==> src/rtl/clk_bank_gate_pkg.sv <==
package clk_bank_gate_pkg;

  typedef enum logic [1:0] {
    OM_HOLD = 2'b00,
    OM_TEST = 2'b01,
    OM_HIZ  = 2'b10,
    OM_OPEN = 2'b11
  } outModeE;

  typedef enum logic {
    GATE_PARK = 1'b0,
    GATE_RUN  = 1'b1
  } gateStateE;

  // strobes from control to datapath
  typedef struct packed {
    logic gateOpen;
    logic useRef;
    logic drvOn;
  } bankCmdS;

  function automatic logic isTestMode(input logic [1:0] m);
    return (m == OM_TEST) || (m == OM_OPEN);
  endfunction

endpackage

==> src/rtl/clk_bank_gate_dp.sv <==
module clk_bank_gate_dp
  import clk_bank_gate_pkg::*;
(
  input  logic    clk,
  input  logic    rstN,
  input  logic    srcClk,
  input  logic    refClk,
  input  bankCmdS cmd,
  output logic    srcFall,
  output logic    refRise,
  output logic    bankClk,
  output logic    bankOe
);

  logic srcQ, srcQ2, refQ, refQ2, outQ;

  always_ff @(posedge clk or negedge rstN) begin
    if (!rstN) begin
      srcQ  <= 1'b0;
      srcQ2 <= 1'b0;
      refQ  <= 1'b0;
      refQ2 <= 1'b0;
    end else begin
      srcQ  <= srcClk;
      srcQ2 <= srcQ;
      refQ  <= refClk;
      refQ2 <= refQ;
    end
  end

  assign srcFall = srcQ2 & ~srcQ;
  assign refRise = refQ & ~refQ2;

  // output stage: reference bypass in test, otherwise gated source
  always_ff @(posedge clk or negedge rstN) begin
    if (!rstN) outQ <= 1'b0;
    else       outQ <= cmd.useRef ? refQ : (srcQ & cmd.gateOpen);
  end

  assign bankClk = outQ;
  assign bankOe  = cmd.drvOn;

endmodule

==> src/rtl/clk_bank_gate_ctrl.sv <==
module clk_bank_gate_ctrl
  import clk_bank_gate_pkg::*;
#(
  parameter int SYNC_STAGES = 2,
  parameter int REF_EDGES   = 5
) (
  input  logic       clk,
  input  logic       rstN,
  input  logic [1:0] modeIn,
  input  logic       disIn,
  input  logic       tstRstIn,
  input  logic       srcFall,
  input  logic       refRise,
  output bankCmdS    cmd,
  output logic       fsmRstOut
);

  localparam int CNT_W = $clog2(REF_EDGES + 1);
  localparam int LAST  = SYNC_STAGES - 1;

  logic             testMode, rstReq, hizReq;
  logic [CNT_W-1:0] edgeCnt;
  logic [LAST:0]    syncQ;
  gateStateE        gateSt;

  assign testMode = isTestMode(modeIn);
  assign rstReq   = testMode & tstRstIn;
  assign hizReq   = ((modeIn == OM_HIZ) & disIn) | rstReq;

  // reference edge counter for the test reset
  always_ff @(posedge clk or negedge rstN) begin
    if (!rstN)                                        edgeCnt <= '0;
    else if (!rstReq)                                 edgeCnt <= '0;
    else if (refRise && edgeCnt != CNT_W'(REF_EDGES)) edgeCnt <= edgeCnt + 1'b1;
  end

  assign fsmRstOut = rstReq && (edgeCnt == CNT_W'(REF_EDGES));

  // disable synchronizer, one step per source falling edge
  for (genvar s = 0; s < SYNC_STAGES; s++) begin : g_sync
    always_ff @(posedge clk or negedge rstN) begin
      if (!rstN)          syncQ[s] <= 1'b0;
      else if (fsmRstOut) syncQ[s] <= 1'b0;
      else if (srcFall)   syncQ[s] <= (s == 0) ? disIn : syncQ[(s == 0) ? 0 : s - 1];
    end
  end

  // gate moves only in the low phase of the source
  always_ff @(posedge clk or negedge rstN) begin
    if (!rstN)          gateSt <= GATE_PARK;
    else if (fsmRstOut) gateSt <= GATE_PARK;
    else if (srcFall)   gateSt <= syncQ[LAST] ? GATE_PARK : GATE_RUN;
  end

  always_comb begin
    cmd.gateOpen = (gateSt == GATE_RUN);
    cmd.useRef   = testMode;
    cmd.drvOn    = ~hizReq;
  end

endmodule

==> src/rtl/clk_bank_gate.sv <==
module clk_bank_gate
  import clk_bank_gate_pkg::*;
#(
  parameter int SYNC_STAGES = 2,
  parameter int REF_EDGES   = 5
) (
  input  logic       clk,
  input  logic       rstN,
  input  logic       srcClk,
  input  logic       refClk,
  input  logic [1:0] modeIn,
  input  logic       disIn,
  input  logic       tstRstIn,
  output logic       bankClk,
  output logic       bankOe,
  output logic       fsmRstOut
);

  bankCmdS cmd;
  logic    srcFall, refRise;

  clk_bank_gate_ctrl #(
    .SYNC_STAGES(SYNC_STAGES),
    .REF_EDGES  (REF_EDGES)
  ) ctrlI (
    .clk      (clk),
    .rstN     (rstN),
    .modeIn   (modeIn),
    .disIn    (disIn),
    .tstRstIn (tstRstIn),
    .srcFall  (srcFall),
    .refRise  (refRise),
    .cmd      (cmd),
    .fsmRstOut(fsmRstOut)
  );

  clk_bank_gate_dp dpI (
    .clk    (clk),
    .rstN   (rstN),
    .srcClk (srcClk),
    .refClk (refClk),
    .cmd    (cmd),
    .srcFall(srcFall),
    .refRise(refRise),
    .bankClk(bankClk),
    .bankOe (bankOe)
  );

endmodule

==> config.mk <==
export PLATFORM = sky130hd
export DESIGN_NAME = clk_bank_gate
export DESIGN_NICKNAME = d
export VERILOG_FILES = /design/src/rtl/clk_bank_gate_pkg.sv /design/src/rtl/clk_bank_gate_dp.sv /design/src/rtl/clk_bank_gate_ctrl.sv /design/src/rtl/clk_bank_gate.sv
export SDC_FILE = /design/constraint.sdc
export NUM_CORES = 1
export LEC_CHECK = 0
export BUFFER_PORTS_ARGS = -buffer_cell sky130_fd_sc_hd__buf_2
export CORE_ASPECT_RATIO = 1.1
export CORE_MARGIN = 2
export CORE_UTILIZATION = 30
export DETAILED_ROUTE_END_ITERATION = 8
export GPL_TIMING_DRIVEN = 0
export SYNTH_ARGS = -nofsm -noshare
export SYNTH_HDL_FRONTEND = slang
export SYNTH_SLANG_ARGS = --single-unit
==> constraint.sdc <==
create_clock -name clk -period 1.8 [get_ports clk]
set_input_delay 0.09 -clock clk [delete_from_list [all_inputs] [get_ports clk]]
set_output_delay 0.09 -clock clk [all_outputs]
set_load 0.005 [all_outputs]
[Word-level counts from Yosys, hierarchy flattened]
Index checks and enable logic that the tools add are counted.
W data, S select, Z words.
Operators by class
  multipliers: 0
  order comparisons: 0
  $add $sub $neg: 1
  mux-type cells: 10
  eq/ne operators: 6
  reductions and logical operators: 4
  shifts and indexed selects: 0
  bitwise gates (word level): 9
  div/mod/pow operators: 0
Operator list (count)
  $mux W1: 8
  $mux W3: 2
  $and A1 B1 Y1: 5
  $eq A2 B2 Y1 const B: 2
  $add A3 B1 Y3 const B: 1
  $eq A3 B3 Y1 const B: 1
  $ne A3 B3 Y1 const B: 1
  $not A1 Y1: 3
  $eq A2 B1 Y1 const B: 1
  $logic_and A1 B1 Y1: 2
  $ne A2 B2 Y1 const B: 1
  $reduce_bool A2 Y1: 1
  $logic_or A1 B1 Y1: 1
  $or A1 B1 Y1: 1
Word-level totals
  logic and storage cells: 39
  bits in latches: 0
  bits in registers: 11
  output and inout port bits: 3
  RAM bits: 0
  bits of input ports: 8
  memories: 0
  ROM bits: 0

[Longest topological paths before layout]
  depth after elaboration: 5
  mapped depth: 5
  mapped depth without buffers: 5

[Hierarchy]
Synthesis repeated with hierarchy kept, for this count alone.
Unflattened totals
  cells, all modules: 43
  area total of the unflattened synthesis: 485.5 um^2
By module, submodules not included
  clk_bank_gate_ctrl: area each 327.8 um^2, cells an instance 32, times used 1, seq. area each 150.1 um^2
  clk_bank_gate_dp: area each 157.7 um^2, cells an instance 11, times used 1, seq. area each 125.1 um^2

[Worst setup path after synthesis]
OpenSTA, ideal clock, no wires.
  path type: register to register
  start: reg ctrlI.edgeCnt[0]
  end: reg ctrlI.edgeCnt[1]
  cell stages (with the launch flop): 4
  slack: 732 ps
  required time: 1706 ps
  path buffers: 0
  data arrival time: 974 ps
  setup time: 94 ps
  period minus slack after synthesis: 1068 ps
  cell sequence: dfrtp_1 > ha_1 > and3_1 > a211oi_1
Between the ends
  word-level cells in the longest chain between the ends: 3
  elaborated cells on any way between the ends: 6
  those cells by class: add/sub: 1; eq/ne: 2; mux: 2; reduce/logical: 1
Ends and longest elaborated chain
  start, declared: RTL line clk_bank_gate_ctrl.sv:22  | logic [CNT_W-1:0] edgeCnt;
  start signal, assigned: RTL line clk_bank_gate_ctrl.sv:34  | else if (refRise && edgeCnt != CNT_W'(REF_EDGES)) edgeCnt <= edgeCnt + 1'b1;
  $add A3 B1 Y3 / $ne A3 B3 Y1 (equally long branches): RTL line clk_bank_gate_ctrl.sv:34
  $mux W3 / $logic_and A1 B1 Y1 (equally long branches): RTL line clk_bank_gate_ctrl.sv:34
  $mux W3 / $ne A2 B2 Y1 (equally long branches)
Parallel ways exist; a longest one is shown, timed or not. The select of a mux whose other input is x is not followed.
A chain may end at the register's enable or synchronous reset.

[Final worst setup path]
  start: reg ctrlI.edgeCnt[1]
  end: out fsmRstOut
Between the ends
  word-level cells in the longest chain between the ends: 2
Ends and longest elaborated chain
  $eq A3 B3 Y1: RTL line clk_bank_gate_ctrl.sv:37  | assign fsmRstOut = rstReq && (edgeCnt == CNT_W'(REF_EDGES));
  $logic_and A1 B1 Y1: RTL line clk_bank_gate_ctrl.sv:37
  end, declared: RTL line clk_bank_gate.sv:16  | output logic fsmRstOut
No other way between the ends.

==> flow_summary.toml <==
[layout]
fin_nets = 68
fillers = 158
area_growth_pct = 27.2
antenna_cells = 0
fin_util_pct = 42.1
multi_input_area_um2 = 185
finalNonFillerCells = 73
seq_area_um2 = 275
layout-drive-gt1-share_pct = 26.3

[floorplan]
ios = 11
rows = 14
die_area_um2 = 1880
core_area_um2 = 1400
start_util_pct = 33.1
die_h_um = 45.3
die_x_um = 41.5

[global_route]
global_route.usage.total_pct = 10.7
grt_pass1_wl_mm = 1.39
grt_max_degree = 12
grt_overflow = 0
antenna_found_initial = 0
grt_pass1_vias = 325

[routing]
routed_via_density = 4.71
vias = 344
wire_per_inst_um = 10.9
drt_first_pass_iters = 4
drt-total-wl_um = 795
drc = 0
drt_iter0_markers = 1
postRouteAntennaNets = 0

[power]
ir_drop_uv = 380
finalPower_uw = 500
leakage_nw = 0.298
p_per_area_nw_per_um2 = 847

[clock_tree]
clk_pin_slew_ps = 70
cts-root-buf = "clkbuf_4"
cts_tree = "done"
clk_latency_ps = 260
cts.sinks = 11
cts_buffers = 3
clockBufferDepth = 2
htree_levels = 1
cts.repair.resized = 0

[yosys]
ys_ff_latch = 11
ys_warn_count = 0
synth_cell_types = 19
synthesis.nets = 50
ys_seq_area_share_pct = 59.3
synthCells = 40
syn_area_um2 = 464
avgSynthCellArea_um2 = 11.6

[placed_design]
hpwl_um = 551
io_buffers = 10
placed_cells = 66
routabilityCongestion = 0.700

[critical_path]
required_ps = 1710
rr_startpoint = "ctrlI.edgeCnt[1]"
cp_max_fo = 4
critical_path_class = "reg -> out"
crit_path_start = "ctrlI.edgeCnt[1]"
cp.arrival_ps = 1340
r2r_slack_ps = 640
startpoint_type = "flip-flop"
end_kind = "output pin"

[hold_path]
hold_path_class = "in -> reg"
worstHoldStart = "modeIn[0]"

[sta]
hold_violations = 0
fmax_mhz = 697
finalClockSkew_ps = 2.74
finalSetupTns_ps = 0
rsz0062_at_grt = "false"
period_share_pct = 79.7
min_period_ps = 1430
setup_viol = 0
slew_headroom_pct = 81.9
tightestPinTransition_ps = 271
drv_slew = 0

[status]
status = "finished, final reports clean"

[job]
cap_viol_max_count = 0
cell usage after synthesis:
| library cell | count | area share [%] |
|---|---|---|
| nor2b_4 | 1 | 3.0 |
| o21ai_0 | 1 | 1.1 |
| a21oi_1 | 2 | 2.2 |
| nand2_2 | 1 | 1.3 |
| and4b_1 | 1 | 2.2 |
| dfrtp_1 | 11 | 59 |
| a211oi_1 | 1 | 1.6 |
| o21a_1 | 1 | 1.6 |
| nor2_1 | 4 | 3.2 |
| nand2b_1 | 1 | 1.3 |
| nor3b_1 | 1 | 1.6 |
| nand2_1 | 5 | 4.0 |
| nand3_1 | 1 | 1.1 |
| inv_1 | 1 | 0.81 |
| and3_1 | 1 | 1.3 |
| or2_0 | 1 | 1.3 |
| mux2i_1 | 3 | 6.5 |
| ha_1 | 2 | 5.4 |
| nor3_1 | 1 | 1.1 |
sequential cells by signal (all words and copies together) (netlist names):
name and cells:
dpI.bankClk 1, dpI.refQ 1, ctrlI.syncQ 2, dpI.srcQ2 1
ctrlI.edgeCnt 3, dpI.refQ2 1, dpI.srcQ 1, ctrlI.gateSt 1
layer usage:
| layer | global-route usage, % | wire [um] |
|---|---|---|
| met1 | 12.3 | 367 |
| met2 | 15.0 | 370 |
| met3 | 6.00 | 46 |
| met4 | 7.74 | 11 |
| met5 | 0 | 0 |
worst paths after layout:
kind,endpoint,cells past startpoint
setup / recovery,fsmRstOut,5
min in group asynchronous,ctrlI.edgeCnt[0],2
hold reg to reg,dpI.refQ2,0
setup reg to reg,ctrlI.edgeCnt[1],5
max in group asynchronous,dpI.srcQ2,2
hold / removal,dpI.bankClk,2
where the power goes:
| part | total [mW] | switching (mW) | internal, mW |
|---|---|---|---|
| registers | 0.282 | 0.0125 | 0.269 |
| clock network | 0.162 | 0.0768 | 0.0856 |
| logic | 0.0559 | 0.0266 | 0.0294 |
| total | 0.500 | 0.116 | 0.384 |
through the flow:
stage | cell area [um2] | setup WS (ps) | hold slack (ps)
2_1_floorplan | 464 | 732 | -206
3_3_place_gp | 534 | 646 | -28.1
3_5_place_dp | 534 | 641 | -30.0
4_1_cts | 591 | 349 | 87.9
5_1_grt | 591 | 218 | 82.7
6_report | 591 | 365 | 84.2
cell usage in the layout (no fill, tap or decap), drive strengths merged:
cell and count:
a211oi 1, a21oi 2, and3 1, and4b 1, buf 10, clkbuf 4
dfrtp 11, dlygate4sd3 3, ha 2, inv 1, mux2i 3, nand2 6
nand2b 1, nand3 1, nor2 4, nor2b 1, nor3 1, nor3b 1
o21a 1, o21ai 1, or2 1
logic make-up after synthesis:
kind of cell,after synthesis,share of synthesized area [%]
flops,11,59.3
compound gates,5,6.47
simple gates,18,21.6
fa+ha+maj,2,5.39
mux,3,6.47
buf+inv,1,0.808
cell type report:
type                    instances  area share [%]
well taps                      16            3.39
multi-input cells              28            31.4
flip-flops and latches         11            46.6
inverters                       1           0.636
clock buffers                   4            4.45
repair buffers                 13            13.6
timing repair:
item | 4_1_cts | 5_1_grt
setup buffers | 0 | 0
hold buffers | 3 | 0
endpoints found under the hold margin | 13 | 0
worst max-delay path, stage by stage (launching register included):
cell and delay [ps]:
dfrtp_1 380, inv_1 70, ha_1 150, nand2_1 80, nor2_1 230, buf_2 170
Note: power is estimated with default switching activity, not from simulation.
